`config.mk`:
```
export PLATFORM = sky130hd
export DESIGN_NAME = rts_flow_ctrl
export DESIGN_NICKNAME = d
export VERILOG_FILES = /design/src/rtl/rts_flow_ctrl.sv
export SDC_FILE = /design/constraint.sdc
export NUM_CORES = 1
export LEC_CHECK = 0
export ABC_CLOCK_PERIOD_IN_PS = 800
export BUFFER_PORTS_ARGS = -buffer_cell sky130_fd_sc_hd__buf_4
export CORE_AREA = 5 5 42 44
export DETAILED_ROUTE_END_ITERATION = 12
export DIE_AREA = 0 0 47 49
export PLACE_DENSITY_LB_ADDON = 0.08
export RECOVER_POWER = 25
export SYNTH_ARGS = -nofsm -noshare
export SYNTH_HDL_FRONTEND = slang
export SYNTH_SLANG_ARGS = --single-unit
```
`constraint.sdc`:
```
create_clock -name clk -period 0.8 [get_ports clk]
set_clock_uncertainty 0.1 [all_clocks]
set_input_delay 0.04 -clock clk [delete_from_list [all_inputs] [get_ports clk]]
set_output_delay 0.04 -clock clk [all_outputs]
set_load 0.1 [all_outputs]
```
`src/rtl/rts_flow_ctrl.sv`:
```
module rts_flow_ctrl #(
  parameter int CNT_W = 5
) (
  input  logic             clk,
  input  logic             rst_n,
  input  logic             en,
  input  logic             manual_mode,
  input  logic [CNT_W-1:0] thresh,
  input  logic             invert,
  input  logic             manual_level,
  input  logic [CNT_W-1:0] rx_count,
  output logic             rts_o
);

  localparam logic READY = 1'b0;

  logic fifo_full_enough;
  logic auto_level;
  logic rts_d;
  logic rts_q;

  assign fifo_full_enough = (rx_count >= thresh);
  assign auto_level       = fifo_full_enough ^ invert;

  always_comb begin
    if (!en)
      rts_d = READY;
    else if (manual_mode)
      rts_d = manual_level;
    else
      rts_d = auto_level;
  end

  always_ff @(posedge clk or negedge rst_n) begin
    if (!rst_n)
      rts_q <= READY;
    else
      rts_q <= rts_d;
  end

  assign rts_o = rts_q;

endmodule

```
Word-level counts from Yosys, hierarchy flattened. Index checks and enable logic that the tools add are counted.

Word-level logic and storage cells: 5. Bits in registers: 1. Bits of input ports: 16.

Magnitude comparators: 1. Mux-type cells: 2. Bitwise logic cells: 1.

Operator list (count): greater-or-equal comparator 5 bit (1); two-way mux 1 bit (2); XOR 1 bit (1).

Logic depth before layout (Yosys ltp).
Depth in word-level cells: 4. Gate-level depth with buffers: 6.

Least setup slack after synthesis. Ideal clock, no wire load.

Path kind: in2reg. Start: input thresh[4]. End: register rts_q, in the netlist rts_o. Slack: -0.248 ns. Library setup time: 0.071 ns. Buffers on the path: 0. Required time: 0.629 ns. Data arrival time: 0.877 ns. Cell stages on the path: 6. Cell sequence: inv_1 -> ha_1 -> a21oi_2 -> mux2i_1 -> o21ai_0 -> nor2_1.

Word-level cells in the longest chain between the ends: 4.

Ends and longest elaborated chain: start, declared (line 8) `input logic [CNT_W-1:0] thresh,`; greater-or-equal comparator 5 bit (line 22) `assign fifo_full_enough = (rx_count >= thresh);`; XOR 1 bit (line 23) `assign auto_level = fifo_full_enough ^ invert;`; two-way mux 1 bit (line 28) `else if (manual_mode)`; two-way mux 1 bit (line 26) `if (!en)`; net rts_d (line 19) `logic rts_d;`; end signal, assigned (line 38) `rts_q <= rts_d;`; end, declared (line 20) `logic rts_q;`.

The timed path passes the listed nets, and every way through them passes these cells.

Final worst setup path.
Start: input thresh[1]. End: register rts_q, in the netlist rts_o.

Same word-level chain as after synthesis.

==> reports/results.tsv <==
stage	metric	value	unit
status	outcome	complete, but fails checks	
status	failing checks	setup timing	
power	Comb power frac	81.6	%
finish	layout cells sized above 1	74.4	%
logic_synthesis	Mapped Nets	47	
global_routing	grt ovf	0	
floorplan	Core Area	1400	sq um
placement	RePlAce Congestion	0.699	
hold_path	worst min-delay path class	input port to async pin	
power	Leak	0.202	nW
routing	DRT iter0 DRCs	0	
sta	Final period util	132	%
routing	drt wl/cell	9.14	um
logic_synthesis	Yosys cell types	12	
finish	max reg flops	1	
routing	Final ANT Viol Nets	0	
global_routing	largest net degree at the start of global routing	5	
finish	number of diodes	0	
finish	commonest non-fill, non-tap cell in the layout	buf_4	
floorplan	DIE HEIGHT	49	um
setup_path	Max Fanout on Critical Path	2	
sta	Max-slew headroom	81.5	%
routing	drc violations	0	
placement	dpl cells	58	
floorplan	Die ar.	2300	sq um
finish	area delta synth->final	129	%
clock_tree	Reg clk slew, reported paths	0	ns
power	internal power	0.000194	W
setup_path	CP Class	input port to flop	
sta	RSZ-0062 raised after global routing	true	
routing	Routed WL	539	um
logic_synthesis	synthesized area	198	sq um
sta	Slew @ Worst Pin	0.279	ns
power	sequential share of power	18.4	%
placement	Post-Place Worst Slack	-0.403	ns
finish	most frequent cells in the layout	buf_4, ha_4, buf_6	
routing	DR pass1 iterations	1	
sta	fmax	950	MHz
logic_synthesis	Mapped Cells	26	
setup_path	crit path DAT	0.83	ns
power	Psw	0.000122	W
routing	via count	237	
setup_path	critical path endpoint category	flop	
logic_synthesis	sequential fraction of the synthesis area	12.7	%
run	Max Cap Viol	0	
placement	HPWL Detailed	475	um
setup_path	Worst Path Required	0.58	ns
power	Clock power frac	0	%
logic_synthesis	Mapped Avg Cell Area	7.60	sq um
routing	post-DR vias/cell	4.02	
floorplan	I/O pin count	17	
placement	IO Port Bufs	16	
power	pwr dens	698	nW/um^2
global_routing	number of global-route vias before repair	224	
sta	min cycle time layout	1.05	ns
floorplan	initial cell density of the core	14.1	%
power	Max VDD drop	0.193	mV
setup_path	Startpoint Class	input port	
logic_synthesis	Yosys reg bits	1	
floorplan	row cnt	14	
floorplan	die width	47	um
finish	nets	66	
sta	max-slew violations	0	
global_routing	Overall Global Routing Usage	4.78	%
global_routing	antenna violations before repair	0	
power	switching fraction of total power	38.6	%
global_routing	first-pass GRT wire length	876	um
sta	Final setup viols	1	
sta	Hold Vio Cnt, Final	0	
sta	worst setup margin	-0.253	ns
finish	Finished Layout Cells	59	
logic_synthesis	Ys Warns	0	
-- layer usage --
metal	track usage, %	routed length, um
met5	0	0
met1	5.01	173
met2	9.73	301
met4	0	0
met3	0.738	64
-- through the flow --
stage / util [%] / setup TNS [ns] / hold slack (ns) / instance area (sq um) / power, W
detailed placement: 25.1 / -0.403 / -0.285 / 352 / 0.000252
CTS: 32.3 / -0.283 / 0.269 / 453 / 0.000320
floorplan: - / -0.202 / -0.356 / 211 / 0.000168
global placement: 25.1 / -0.384 / -0.285 / 352 / 0.000246
global route: 32.3 / -0.346 / 0.284 / 453 / 0.000340
finish: 32.3 / -0.253 / 0.277 / 453 / 0.000316
-- critical path, cell delays in order --
cell and delay [ns]:
buf_4 0.08, inv_1 0.05, ha_4 0.26, nand2_2 0.05, o21ai_2 0.15, a41o_1 0.17, nor2_1 0.05
-- power groups by stage --
| stage | combinational (W) | clock (W) | sequential [W] |
|---|---|---|---|
| 6_report | 0.000258 | 0 | 0.0000581 |
| 3_5_place_dp | 0.000193 | 0 | 0.0000581 |
| 2_1_floorplan | 0.0000737 | 0 | 0.0000947 |
| 5_1_grt | 0.000281 | 0 | 0.0000591 |
| 3_3_place_gp | 0.000188 | 0 | 0.0000581 |
| 4_1_cts | 0.000262 | 0 | 0.0000581 |
-- final timing paths --
check | start | to | slack (ns) | cells after the start
hold / removal | rst_n | rts_o$_DFF_PN0_ | 0.28 | 2
max in group asynchronous | rst_n | rts_o$_DFF_PN0_ | 0.23 | 2
setup / recovery | thresh[1] | rts_o$_DFF_PN0_ | -0.25 | 7
min in group clk | en | rts_o$_DFF_PN0_ | 0.30 | 4
-- cell families after synthesis --
group                    count (synthesis)  synth area share (%)
flip-flops                               1                  12.7
AO/OA/AOI/OAI                            7                  25.3
buffers and inverters                    6                  11.4
multiplexers                             1                  5.06
AND/OR/NAND/NOR                          6                  13.9
adder cells (fa/ha/maj)                  5                  31.6
-- final cells by class --
class	instances	area, sq um
well taps	16	20.0
multi-input cells	19	234
inverters	6	27.5
repair buffers	17	145
fillers	153	948
flip-flops and latches	1	26.3
-- cell usage after synthesis --
library cell / count / area (sq um)
a21oi_2: 2 / 17.5
ha_1: 5 / 62.6
a41o_1: 1 / 10.0
nor2_1: 2 / 7.51
nand2_1: 2 / 7.51
a211oi_1: 1 / 7.51
o21ai_0: 2 / 10.0
inv_1: 6 / 22.5
dfrtp_1: 1 / 25.0
nor2b_1: 2 / 12.5
o21ai_1: 1 / 5.00
mux2i_1: 1 / 10.0
-- timing repair --
action,CTS,global route
pin swaps,8,1
resized for setup,20,0
buffers inserted,0,0
endpoints found under the setup margin,1,1
endpoints found under the hold margin,1,0
hold buffers,1,0
(Power assumes the default switching activity.)
